**src/rtl/iq_lane_rx_pkg.sv**
```systemverilog
package iq_lane_rx_pkg;

   localparam int NUM_LANES = 2;
   localparam int LANE_I    = 0;
   localparam int LANE_Q    = 1;

   typedef enum logic {
      SHAPE_PULSE = 1'b0,
      SHAPE_LEVEL = 1'b1
   } strobe_shape_e;

endpackage

```
**src/rtl/iq_strobe_framer.sv**
```systemverilog
module iq_strobe_framer
   import iq_lane_rx_pkg::*;
#(
   parameter int FULL_W  = 16,
   parameter int SHORT_W = 12
) (
   input  logic clk,
   input  logic rst_n,
   input  logic bit_en,
   input  logic strobe,
   input  logic cfg_short,
   input  logic cfg_level,
   input  logic err_clr,
   output logic word_start,
   output logic bit_shift,
   output logic word_last,
   output logic mode_short,
   output logic frame_err
);

   localparam int             CW    = $clog2(FULL_W + 1);
   localparam logic [CW-1:0]  LEN_F = CW'(FULL_W);
   localparam logic [CW-1:0]  LEN_S = CW'(SHORT_W);

   logic          strb_q;
   logic          busy_q;
   logic          short_q;
   logic          err_q;
   strobe_shape_e shape_q;
   logic [CW-1:0] cnt_q;
   logic [CW-1:0] wlen;
   logic          exp_strb;
   logic          shape_bad;
   logic          early_edge;
   logic          err_set;

   // word framing: a rising edge of the sampled strobe opens a word
   assign word_start = bit_en & strobe & ~strb_q;
   assign bit_shift  = bit_en & busy_q & ~word_start;
   assign wlen       = short_q ? LEN_S : LEN_F;
   assign word_last  = bit_shift & (cnt_q == wlen - 1'b1);

   // strobe level expected at the current bit position for the captured shape
   always_comb begin
      if (shape_q == SHAPE_LEVEL) exp_strb = (cnt_q < (wlen >> 1));
      else                        exp_strb = 1'b0;
   end

   assign shape_bad  = bit_shift & (strobe != exp_strb);
   assign early_edge = word_start & busy_q;
   assign err_set    = early_edge | shape_bad;

   always_ff @(posedge clk or negedge rst_n) begin
      if (!rst_n) begin
         strb_q  <= 1'b0;
         busy_q  <= 1'b0;
         short_q <= 1'b0;
         shape_q <= SHAPE_PULSE;
         cnt_q   <= '0;
      end else begin
         if (bit_en) strb_q <= strobe;
         if (word_start) begin
            busy_q  <= 1'b1;
            cnt_q   <= CW'(1);
            short_q <= cfg_short;
            shape_q <= strobe_shape_e'(cfg_level);
         end else if (bit_shift) begin
            if (word_last) busy_q <= 1'b0;
            else           cnt_q  <= cnt_q + 1'b1;
         end
      end
   end

   always_ff @(posedge clk or negedge rst_n) begin
      if (!rst_n)       err_q <= 1'b0;
      else if (err_set) err_q <= 1'b1;
      else if (err_clr) err_q <= 1'b0;
   end

   assign mode_short = short_q;
   assign frame_err  = err_q;

   a_r7_restart_flags: assert property (@(posedge clk) disable iff (!rst_n)
      (word_start && busy_q) |=> (err_q && busy_q && cnt_q == CW'(1)));

   a_r9_err_sticky: assert property (@(posedge clk) disable iff (!rst_n)
      (err_q && !err_clr) |=> err_q);

   a_r10_hold_state: assert property (@(posedge clk) disable iff (!rst_n)
      !bit_en |=> ($stable(cnt_q) && $stable(busy_q) && $stable(strb_q)));

   a_r11_mode_stable: assert property (@(posedge clk) disable iff (!rst_n)
      (busy_q && !word_start) |=> $stable(short_q));

endmodule

```
**src/rtl/iq_lane_shift.sv**
```systemverilog
module iq_lane_shift #(
   parameter int FULL_W  = 16,
   parameter int SHORT_W = 12
) (
   input  logic              clk,
   input  logic              rst_n,
   input  logic              load_first,
   input  logic              shift_in,
   input  logic              capture,
   input  logic              mode_short,
   input  logic              din,
   output logic [FULL_W-1:0] dout
);

   localparam int PAD = FULL_W - SHORT_W;

   logic [FULL_W-1:0] sh_q;
   logic [FULL_W-1:0] nxt;
   logic [FULL_W-1:0] padded;

   // MSB first: the newest bit always enters at the bottom
   always_comb begin
      if (load_first) nxt = {{(FULL_W-1){1'b0}}, din};
      else            nxt = {sh_q[FULL_W-2:0], din};
   end

   assign padded = {nxt[SHORT_W-1:0], {PAD{1'b0}}};

   always_ff @(posedge clk or negedge rst_n) begin
      if (!rst_n) begin
         sh_q <= '0;
         dout <= '0;
      end else begin
         if (load_first || shift_in) sh_q <= nxt;
         if (capture) dout <= mode_short ? padded : nxt;
      end
   end

   a_r4_pad_zero: assert property (@(posedge clk) disable iff (!rst_n)
      (capture && mode_short) |=> (dout[PAD-1:0] == '0));

   a_r5_hold_between: assert property (@(posedge clk) disable iff (!rst_n)
      !capture |=> $stable(dout));

endmodule

```
**src/rtl/iq_lane_rx.sv**
```systemverilog
module iq_lane_rx
   import iq_lane_rx_pkg::*;
#(
   parameter int FULL_W  = 16,
   parameter int SHORT_W = 12
) (
   input  logic              clk,
   input  logic              rst_n,
   input  logic              bit_en,
   input  logic              strobe,
   input  logic              lane_i,
   input  logic              lane_q,
   input  logic              cfg_short,
   input  logic              cfg_level,
   input  logic              err_clr,
   output logic [FULL_W-1:0] out_i,
   output logic [FULL_W-1:0] out_q,
   output logic              out_valid,
   output logic              frame_err
);

   generate
      if (SHORT_W < 2 || SHORT_W >= FULL_W) begin : g_bad_width
         $error("iq_lane_rx: SHORT_W must be at least 2 and below FULL_W");
      end
      if (FULL_W % 2 != 0 || SHORT_W % 2 != 0) begin : g_bad_parity
         $error("iq_lane_rx: word lengths must be even for the level strobe");
      end
   endgenerate

   logic                   word_start;
   logic                   bit_shift;
   logic                   word_last;
   logic                   mode_short;
   logic                   valid_q;
   logic [NUM_LANES-1:0]   lane_bits;
   logic [FULL_W-1:0]      words [NUM_LANES];

   assign lane_bits[LANE_I] = lane_i;
   assign lane_bits[LANE_Q] = lane_q;

   iq_strobe_framer #(
      .FULL_W  (FULL_W),
      .SHORT_W (SHORT_W)
   ) u_framer (
      .clk        (clk),
      .rst_n      (rst_n),
      .bit_en     (bit_en),
      .strobe     (strobe),
      .cfg_short  (cfg_short),
      .cfg_level  (cfg_level),
      .err_clr    (err_clr),
      .word_start (word_start),
      .bit_shift  (bit_shift),
      .word_last  (word_last),
      .mode_short (mode_short),
      .frame_err  (frame_err)
   );

   for (genvar g = 0; g < NUM_LANES; g++) begin : g_lane
      iq_lane_shift #(
         .FULL_W  (FULL_W),
         .SHORT_W (SHORT_W)
      ) u_lane (
         .clk        (clk),
         .rst_n      (rst_n),
         .load_first (word_start),
         .shift_in   (bit_shift),
         .capture    (word_last),
         .mode_short (mode_short),
         .din        (lane_bits[g]),
         .dout       (words[g])
      );
   end

   always_ff @(posedge clk or negedge rst_n) begin
      if (!rst_n) valid_q <= 1'b0;
      else        valid_q <= word_last;
   end

   assign out_i     = words[LANE_I];
   assign out_q     = words[LANE_Q];
   assign out_valid = valid_q;

   a_r5_valid_pulse: assert property (@(posedge clk) disable iff (!rst_n)
      out_valid |=> !out_valid);

   a_r6_no_valid_idle: assert property (@(posedge clk) disable iff (!rst_n)
      (!bit_en) |=> !out_valid || $past(word_last));

   always_ff @(posedge clk) begin
      if (!rst_n) a_r1_reset_quiet: assert (!out_valid && !frame_err);
   end

endmodule

```
**config.mk**
```make
export PLATFORM = sky130hd
export DESIGN_NAME = iq_lane_rx
export DESIGN_NICKNAME = d
export VERILOG_FILES = /design/src/rtl/iq_lane_rx_pkg.sv /design/src/rtl/iq_strobe_framer.sv /design/src/rtl/iq_lane_shift.sv /design/src/rtl/iq_lane_rx.sv
export SDC_FILE = /design/constraint.sdc
export NUM_CORES = 1
export LEC_CHECK = 0
export BUFFER_PORTS_ARGS = -buffer_cell sky130_fd_sc_hd__buf_2
export CORE_ASPECT_RATIO = 0.75
export CORE_MARGIN = 5
export CORE_UTILIZATION = 35
export CTS_BUF_LIST = sky130_fd_sc_hd__clkbuf_2 sky130_fd_sc_hd__clkbuf_4 sky130_fd_sc_hd__clkbuf_8
export DETAILED_ROUTE_END_ITERATION = 10
export HOLD_SLACK_MARGIN = 0.06
export PLACE_DENSITY_LB_ADDON = 0.08
export SKIP_LAST_GASP = 1
export SLEW_MARGIN = 30
export SYNTH_ARGS = -nofsm -noshare
export SYNTH_HDL_FRONTEND = slang
export SYNTH_SLANG_ARGS = --single-unit
export TNS_END_PERCENT = 100
```
**constraint.sdc**
```tcl
create_clock -name clk -period 3.7 [get_ports clk]
set_input_delay 0 -clock clk [delete_from_list [all_inputs] [get_ports clk]]
set_output_delay 0 -clock clk [all_outputs]
set_load 0.01 [all_outputs]
```
==> impl_metrics.toml, run 1 <==
[yosys]
ys_seq_elements = 73
synth_nets = 335
synth_edf_count = 0
synth_top_area_frac = 0.5507
synth-main-ff-cell = "dfrtp_1"
syn_avg_cell_area_sq_um = 10.27
synth_area_sq_mm = 0.003317
yosysTopAreaCell = "dfrtp_1"
synth_async_sr_flop_share = 1.000
ys_top_cells_by_area = "dfrtp_1 (55%), nand2_1 (11%), mux2i_1 (6.6%), o31ai_2 (6.4%), a21oi_1 (4.8%)"
netlist_top_cells_count = "nand2_1 (100), dfrtp_1 (73), a21oi_1 (32), mux2i_1 (22), o31ai_2 (17)"
yosysUniqueCellTypes = 29
ys_seq_area_frac = 0.5507
ys_warn_count = 0
synthCells = 323
synth_most_common_cell = "nand2_1"

[pwr]
ir_worst_vdd_mv = 0.1820
p_per_area_mw_per_mm2 = 542.4
p_leak_nw = 1.816

[run]
cap_violations = 0

[sta]
tns_ns = 0
maxSlewViolCount = 0
timing.fmax_mhz = 434.7
rsz0062_at_grt = "no"
period_needed_ns = 2.301
finalCritPeriodShare = 0.6218
worst_clock_skew_ns = 0.01082
final-setup-viol-count = 0
finalHoldViolCount = 0
tightest_slew_ns = 0.7055
relSlewSlack = 0.5296
setup_slack_ns = 1.399

[routing]
postRouteAntennaNets = 0
drtIter0Drc = 173
vias = 2371
drt-met1-wl_um = 4148
drc_errors = 0
wl_um = 7708
vias_per_cell = 4.723
dr_wl_met2_um = 3121
wire_per_inst_um = 15.35
drt-pass1-iter-count = 4
top_layer = "met4"
met3WireLength_um = 353

[clocking]
htree_levels = 3
cts_buffers = 9
cts_tree = "yes"
numClockSinks = 73
clk_pin_slew_ns = 0.08
clock_path_buffers = 2
post-cts-setup-buffers = 0
clkLatencyLatePin_ns = 0.35
cts_root_buf = "clkbuf_8"

[cells_and_area]
multi_input_area_sq_mm = 0.001354
seq_area_sq_mm = 0.001827
area_growth_pct = 18.11
antenna_cells = 0
num-nets-final = 381
fillers = 981
layout-drive-gt1-share = 0.2353
fin_util = 0.4277

[floorplanning]
core_area_sq_mm = 0.009159
die_y_um = 94.31
start_util = 0.3622
rows = 30
pin_count = 43
die_area_sq_mm = 0.01154
die_x_um = 122.4

[global_routing]
grt_max_degree = 66
antenna_found_initial = 0
overflow = 0
grt_use_total = 0.1435
grt_pass1_wl_um = 12640
grt_pass1_vias = 2361

[run_status]
status = "finished clean"

[placed_design]
place_hpwl_um = 4955
place.gp.congestion = 0.7280
pre_cts_ws_ns = 1.398
io_buffers = 42

[critical_path]
path_max_fanout = 10
cp-start-kind = "flop"
cp.arrival_ns = 2.53
crit_path_end_kind = "flop"
crit_required_ns = 3.93
worstSetupPathType = "reg -> reg"

[min_path]
hold_path_class = "in -> async"
==> flip-flops by register name, indices dropped and copies added, names as in the netlist <==
signal,flops
u_framer.busy_q,1
g_lane.u_lane.dout,32
u_framer.frame_err,1
out_valid,1
u_framer.shape_q,1
g_lane.u_lane.sh_q,30
u_framer.cnt_q,5
u_framer.mode_short,1
u_framer.strb_q,1
==> path summary, 6_finish.rpt <==
path | cells after the start | startpoint | slack, ns | end
worst min-delay path | 2 | rst_n | 0.15 | u_framer.cnt_q[0]
worst max-delay path | 6 | u_framer.mode_short | 1.40 | u_framer.frame_err
worst min register to register | 2 | g_lane[0].u_lane.dout[3] | 0.47 | g_lane[0].u_lane.dout[3]
min in group clk | 3 | cfg_level | 0.42 | u_framer.shape_q
worst max register to register | 6 | u_framer.mode_short | 1.40 | u_framer.frame_err
max in group asynchronous | 3 | rst_n | 2.98 | g_lane[1].u_lane.dout[7]
==> final cells by class <==
| cell class | count | area share |
|---|---|---|
| inverters | 3 | 0.002874 |
| repair buffers | 58 | 0.09454 |
| flip-flops and latches | 73 | 0.4663 |
| well taps | 128 | 0.04088 |
| clock buffers | 11 | 0.03545 |
| multi-input cells | 224 | 0.3456 |
| clock inverters | 5 | 0.01437 |
==> stage by stage <==
step,hold WS [ns],cells,instance area [sq um],power [mW]
after detailed placement,-0.004945,476,3622,1.506
after global routing,0.1993,502,3918,2.255
after global placement,0.2291,475,3602,1.498
final,0.1468,502,3918,2.125
after CTS,0.1522,502,3918,2.155
after floorplan,-0.2956,323,3317,1.334
==> worst max-delay path, cell delays in order, from the launching register on <==
cell           delay (ns)
dfrtp_1              0.35
clkinv_1             0.24
ha_1                 0.39
o21ai_0              0.24
o2111ai_1            0.14
a32o_1               0.27
dlygate4sd3_1        0.55
==> per-layer routing <==
layer / GRT usage / vias to the layer above
met5: 0 / -
met3: 0.04214 / 7
met4: 0.04194 / 0
met2: 0.1957 / 52
met1: 0.2172 / 1118
li1: - / 1194
==> placed cells by master, fill, tap and decap left out <==
cell	n
a21o_1	1
or2_1	1
and4bb_2	1
o21ai_0	15
or4b_1	1
nand3_1	2
nor2_1	3
a21oi_1	32
o2111ai_1	1
a32o_1	1
clkinvlp_4	1
buf_4	6
mux2i_1	22
nor3_1	1
o31ai_2	17
nand2_1	100
mux2_2	4
o31ai_1	5
ha_1	3
buf_12	1
buf_2	41
dlygate4sd3_1	10
clkbuf_8	9
inv_1	2
nand2b_1	3
bufinv_16	1
clkinv_4	1
clkinv_2	2
clkinv_1	1
clkbuf_4	2
nor3b_1	5
dfrtp_1	73
xnor2_1	3
and2_1	1
and3b_2	1
nand3_2	1
==> kinds of logic (layout without fill, tap and decap cells) <==
kind of cell    Yosys count  count (layout)  share of synthesized area
mux                      26              26                    0.07997
flops                    73              73                     0.5507
fa+ha+maj                 3               3                    0.01132
compound gates           72              72                     0.1543
buf+inv                  26              77                    0.04149
xor+xnor                  3               3                   0.007923
simple gates            120             120                     0.1543
==> what timing repair did <==
item	4_1_cts	5_1_grt
endpoints found under the hold margin	84	0
gates resized for setup	0	0
hold buffers	10	0
==> report_power, final <==
| group | switching [mW] | leakage [nW] | internal, mW |
|---|---|---|---|
| sequential | 0.109 | 0.986 | 0.918 |
| clock | 0.303 | 0.100 | 0.326 |
| combinational | 0.270 | 0.730 | 0.199 |
Power figures use the tool's default switching activity.
==> run 2: changes to the inputs <==
ABC_AREA = 1   (was unset)
clock period = 2.3 ns   (was 3.7 ns; I/O delays follow)
==> impl_metrics.toml, run 2 <==
[floorplanning]
start_util = 0.3562
die_x_um = 120.3
die_area_sq_mm = 0.01116
die_y_um = 92.75
pin_count = 43
core_area_sq_mm = 0.008971
rows = 30

[critical_path]
critical-path-slowest-cell = "dlygate4sd3_1"
cp-start-kind = "flop"
crit_path_end_kind = "flop"
worstPathCellList = "buf_4 > ha_1 > nor3_1 > nand3_1 > nand3_1 > nand2_1 > dlygate4sd3_1"
cp.arrival_ns = 2.17
worstSetupPathType = "reg -> reg"
crit_required_ns = 2.54
cpPeakStageDelay_ns = 0.55
cpLargestDelayFamily = "buffers and inverters"
crit_top_cell = "nand3_1"
crit_buf_inv = 2
path_max_fanout = 23

[pwr]
p_per_area_mw_per_mm2 = 1034
p_leak_nw = 2.039
ir_worst_vdd_mv = 0.3949

[yosys]
ys_seq_elements = 73
syn_avg_cell_area_sq_um = 8.567
ys_seq_area_frac = 0.5717
synth_async_sr_flop_share = 1.000
synth_edf_count = 0
yosysUniqueCellTypes = 24
synth_nets = 385
synth_most_common_cell = "nand2_1"
synthCells = 373
synth_top_area_frac = 0.5717
ys_top_cells_by_area = "dfrtp_1 (57%), nand2_1 (17%), o21ai_0 (4.7%), nand3_1 (4.5%), inv_1 (2.7%)"
synth-main-ff-cell = "dfrtp_1"
ys_warn_count = 0
netlist_top_cells_count = "nand2_1 (148), dfrtp_1 (73), o21ai_0 (30), nand3_1 (29), inv_1 (23)"
yosysTopAreaCell = "dfrtp_1"
synth_area_sq_mm = 0.003196

[cells_and_area]
largestRegisters = "g_lane.u_lane.dout: 32 flops, g_lane.u_lane.sh_q: 30 flops, u_framer.cnt_q: 5 flops"
fillers = 928
num-nets-final = 437
layout-drive-gt1-share = 0.1698
final_common_cell = "nand2_1"
design_area_sq_mm = 0.003805
largest_reg_flops = 32
layout_common_cells = "nand2_1 (148), dfrtp_1 (73), buf_2 (42), o21ai_0 (30), nand3_1 (29)"
antenna_cells = 0
top_register = "g_lane.u_lane.dout"
area_growth_pct = 19.07

[run]
cap_violations = 0

[routing]
vias = 2621
postRouteAntennaNets = 0
wl_um = 7658
vias_per_cell = 4.836
wire_per_inst_um = 14.13
drt-pass1-iter-count = 5
drc_errors = 0
drtIter0Drc = 206

[clocking]
numClockSinks = 73
post-cts-setup-buffers = 0
clk_pin_slew_ns = 0.07
cts_root_buf = "clkbuf_8"
holdBufCountCts = 9
cts_repair_resize_count = 0
cts_buffers = 9
clkLatencyLatePin_ns = 0.35
clock_path_buffers = 2
htree_levels = 3
cts_tree = "yes"

[sta]
maxSlewViolCount = 0
timing.fmax_mhz = 515.6
period_needed_ns = 1.939
finalHoldViolCount = 0
final-setup-viol-count = 0
tightest_slew_ns = 0.6691
setup_slack_ns = 0.3606
tns_ns = 0
rsz0062_at_grt = "no"
relSlewSlack = 0.5534
worst_clock_skew_ns = 0.003235
finalCritPeriodShare = 0.8432

[placed_design]
pre_cts_ws_ns = 0.3875
place_area_sq_mm = 0.003518
place.gp.congestion = 0.8328
place_hpwl_um = 5069
io_buffers = 42

[run_status]
status = "finished clean"

[min_path]
hold_path_class = "in -> async"

[global_routing]
grt_pass1_vias = 2621
grt_max_degree = 74
grt_use_total = 0.1515
grt_pass1_wl_um = 13300
antenna_found_initial = 0
overflow = 0
## run 2: per-stage QoR
step | utilization | std cells | power [mW] | hold slack [ns]
global placement | 0.3922 | 517 | 2.961 | 0.07154
floorplan | - | 373 | 2.537 | -0.2956
global route | 0.4241 | 542 | 4.247 | 0.2382
CTS | 0.4241 | 542 | 3.990 | 0.2196
finish | 0.4241 | 542 | 3.934 | 0.1883
detailed placement | 0.3922 | 517 | 2.967 | 0.06742
## run 2: cells by family after synthesis
kind of cell,count (synthesis),synth area share
simple gates,194,0.2478
flops,73,0.5717
compound gates,56,0.09866
buf+inv,44,0.06186
xor+xnor,3,0.008224
fa+ha+maj,3,0.01175
## run 2: worst paths after layout
kind	start	endpoint	cells past startpoint	slack [ns]
min	rst_n	u_framer.strb_q	3	0.19
max reg2reg	u_framer.mode_short	u_framer.frame_err	7	0.36
min reg2reg	g_lane[0].u_lane.dout[9]	g_lane[0].u_lane.dout[9]	2	0.48
max in group asynchronous	rst_n	g_lane[0].u_lane.sh_q[6]	3	1.77
min in group clk	strobe	u_framer.cnt_q[2]	4	0.23
max	u_framer.mode_short	u_framer.frame_err	7	0.36
## run 2: worst reg2reg max path, cell delays in order, from the launching register on
cell and delay [ns]:
dfrtp_1 0.38, buf_4 0.22, ha_1 0.22, nor3_1 0.22
nand3_1 0.10, nand3_1 0.08, nand2_1 0.05, dlygate4sd3_1 0.55
## run 2: final cells by class
class                   instances  area (sq um)  area share
inverters                      26         97.59     0.02565
well taps                     112         140.1     0.03683
multi-input cells             256          1171      0.3078
repair buffers                 59         372.9     0.09799
clock buffers                  14         186.4     0.04900
flip-flops and latches         73          1827      0.4801
clock inverters                 2         10.01    0.002631
## run 2: per-layer routing
layer  global-route usage  share of wire  vias up
met5                    0              0        -
met4              0.04811          0.013        0
met3              0.04335          0.031       11
met2               0.2253           0.45       37
met1               0.2132           0.51     1268
li1                     -              -     1305
## run 2: report_power, final
group / leakage [nW] / internal [mW] / total, mW / switching [mW]
Clock: 0.106 / 0.519 / 0.990 / 0.471
Sequential: 0.975 / 1.63 / 1.84 / 0.213
Combinational: 0.958 / 0.445 / 1.10 / 0.657
Total: 2.04 / 2.59 / 3.93 / 1.34
==> run 3: changes to the inputs <==
clock period = 1.7 ns   (was 2.3 ns; I/O delays follow)
==> impl_metrics.toml, run 3 (synthesis results as in run 2) <==
[global_routing]
grt_use_total = 0.1524
grt_max_degree = 33
antenna_found_initial = 0
overflow = 0
grt_pass1_wl_um = 13480
grt_pass1_vias = 2668

[routing]
vias_per_cell = 4.703
vias = 2601
wl_um = 8007
drt-pass1-iter-count = 4
wire_per_inst_um = 14.48
drc_errors = 0
drtIter0Drc = 162
postRouteAntennaNets = 0

[critical_path]
crit_buf_inv = 3
startpoint = "u_framer.cnt_q[2]"
crit_required_ns = 1.94
cpPeakStageDelay_ns = 0.41
crit_path_end_kind = "flop"
critical-path-slowest-cell = "dfrtp_1"
cp.arrival_ns = 1.86
worstPathCellList = "ha_4 > nor2_4 > nand3_2 > nor2_4 > buf_12 > inv_1 > buf_12 > nand2_1 > nand2_1"
worstSetupPathType = "reg -> reg"
timing.rr.start = "u_framer.cnt_q[2]"
path_max_fanout = 21
cpLargestDelayFamily = "simple AND/OR/NAND/NOR gates"
cp-start-kind = "flop"

[sta]
finalCritPeriodShare = 0.9573
whs_ns = 0.09735
timing.fmax_mhz = 614.5
worst_clock_skew_ns = 0.009468
relSlewSlack = 0.7593
rsz0062_at_grt = "yes"
maxSlewViolCount = 0
tightest_slew_ns = 0.3610
finalHoldViolCount = 0
final-setup-viol-count = 0
period_needed_ns = 1.627

[floorplanning]
die_y_um = 92.75
rows = 30
start_util = 0.3562
core_area_sq_mm = 0.008971
die_x_um = 120.3
pin_count = 43
die_area_sq_mm = 0.01116

[clocking]
cts_root_buf = "clkbuf_8"
clkLatencyLatePin_ns = 0.35
cts_tree = "yes"
cts_buffers = 9
clock_path_buffers = 2
clk_pin_slew_ns = 0.08
htree_levels = 3
numClockSinks = 73

[pwr]
power.total_mw = 5.461
p_per_area_mw_per_mm2 = 1363
ir_worst_vdd_mv = 0.4836
p_leak_nw = 2.116

[placed_design]
place_hpwl_um = 5355
place.gp.congestion = 0.7656
place_area_sq_mm = 0.003605
io_buffers = 42

[cells_and_area]
top_register = "g_lane.u_lane.dout"
largestRegisters = "g_lane.u_lane.dout: 32 flops, g_lane.u_lane.sh_q: 30 flops, u_framer.cnt_q: 5 flops"
num-nets-final = 448
area_growth_pct = 25.33
layout_common_cells = "nand2_1 (148), dfrtp_1 (73), buf_2 (41), o21ai_0 (30), nand3_1 (25)"
layout-drive-gt1-share = 0.2063
final_common_cell = "nand2_1"
design_area_sq_mm = 0.004005
fin_util = 0.4464
antenna_cells = 0
largest_reg_flops = 32

[run_status]
status = "finished clean"

[min_path]
hold_path_class = "in -> async"

[run]
cap_violations = 0
## run 3: cell count changes in the layout (fill, tap and decap cells not counted), sizes merged
cell      before  now
clkinv         3    5
bufinv         0    1
clkinvlp       0    1
buf           50   60
clkbuf        14   11
## run 3: final cells by class
cell class / count / area [sq um]
fillers: 920 / 4966
flip-flops and latches: 73 / 1827
multi-input cells: 256 / 1211
repair buffers: 70 / 533.0
well taps: 112 / 140.1
clock buffers: 10 / 137.6
inverters: 26 / 98.84
clock inverters: 6 / 57.56
## run 3: metrics by stage
| stage | setup TNS (ns) | std cells | setup WS, ns |
|---|---|---|---|
| 2_1_floorplan | -0.2699 | 373 | -0.03098 |
| 3_3_place_gp | 0 | 523 | 0.1030 |
| 3_5_place_dp | 0 | 523 | 0.07106 |
| 4_1_cts | 0 | 548 | 0.04947 |
| 5_1_grt | -0.5155 | 553 | -0.05604 |
| 6_report | 0 | 553 | 0.07254 |
## run 3: final timing paths
check,endpoint,slack (ns),cells after the start
worst min register to register,g_lane[0].u_lane.dout[15],0.48,2
worst max register to register,g_lane[0].u_lane.dout[4],0.07,9
max in group asynchronous,g_lane[0].u_lane.dout[8],1.04,3
min in group clk,u_framer.shape_q,0.38,4
worst min-delay path,u_framer.busy_q,0.1,2
worst max-delay path,g_lane[0].u_lane.dout[4],0.07,9
## run 3: report_power, final
part / switching (mW) / total (mW) / internal (mW)
clock network: 0.653 / 1.36 / 0.707
registers: 0.297 / 2.50 / 2.20
logic: 0.942 / 1.60 / 0.659
total: 1.89 / 5.46 / 3.57
## run 3: timing repair
item                                    CTS  global route
setup buffers                             0             3
resized for setup                         0             7
hold buffers                              9             0
endpoints found under the setup margin    0            30
hold endpoints to repair                 84             0
## run 3: routing by layer
| layer | GRT usage | share of wire | vias to the layer above | routed length, um |
|---|---|---|---|---|
| met3 | 0.04762 | 0.042 | 13 | 340 |
| met5 | 0 | 0 | - | 0 |
| met2 | 0.2211 | 0.42 | 42 | 3335 |
| met1 | 0.2153 | 0.53 | 1213 | 4211 |
| met4 | 0.05094 | 0.015 | 0 | 120 |
| li1 | - | - | 1333 | - |
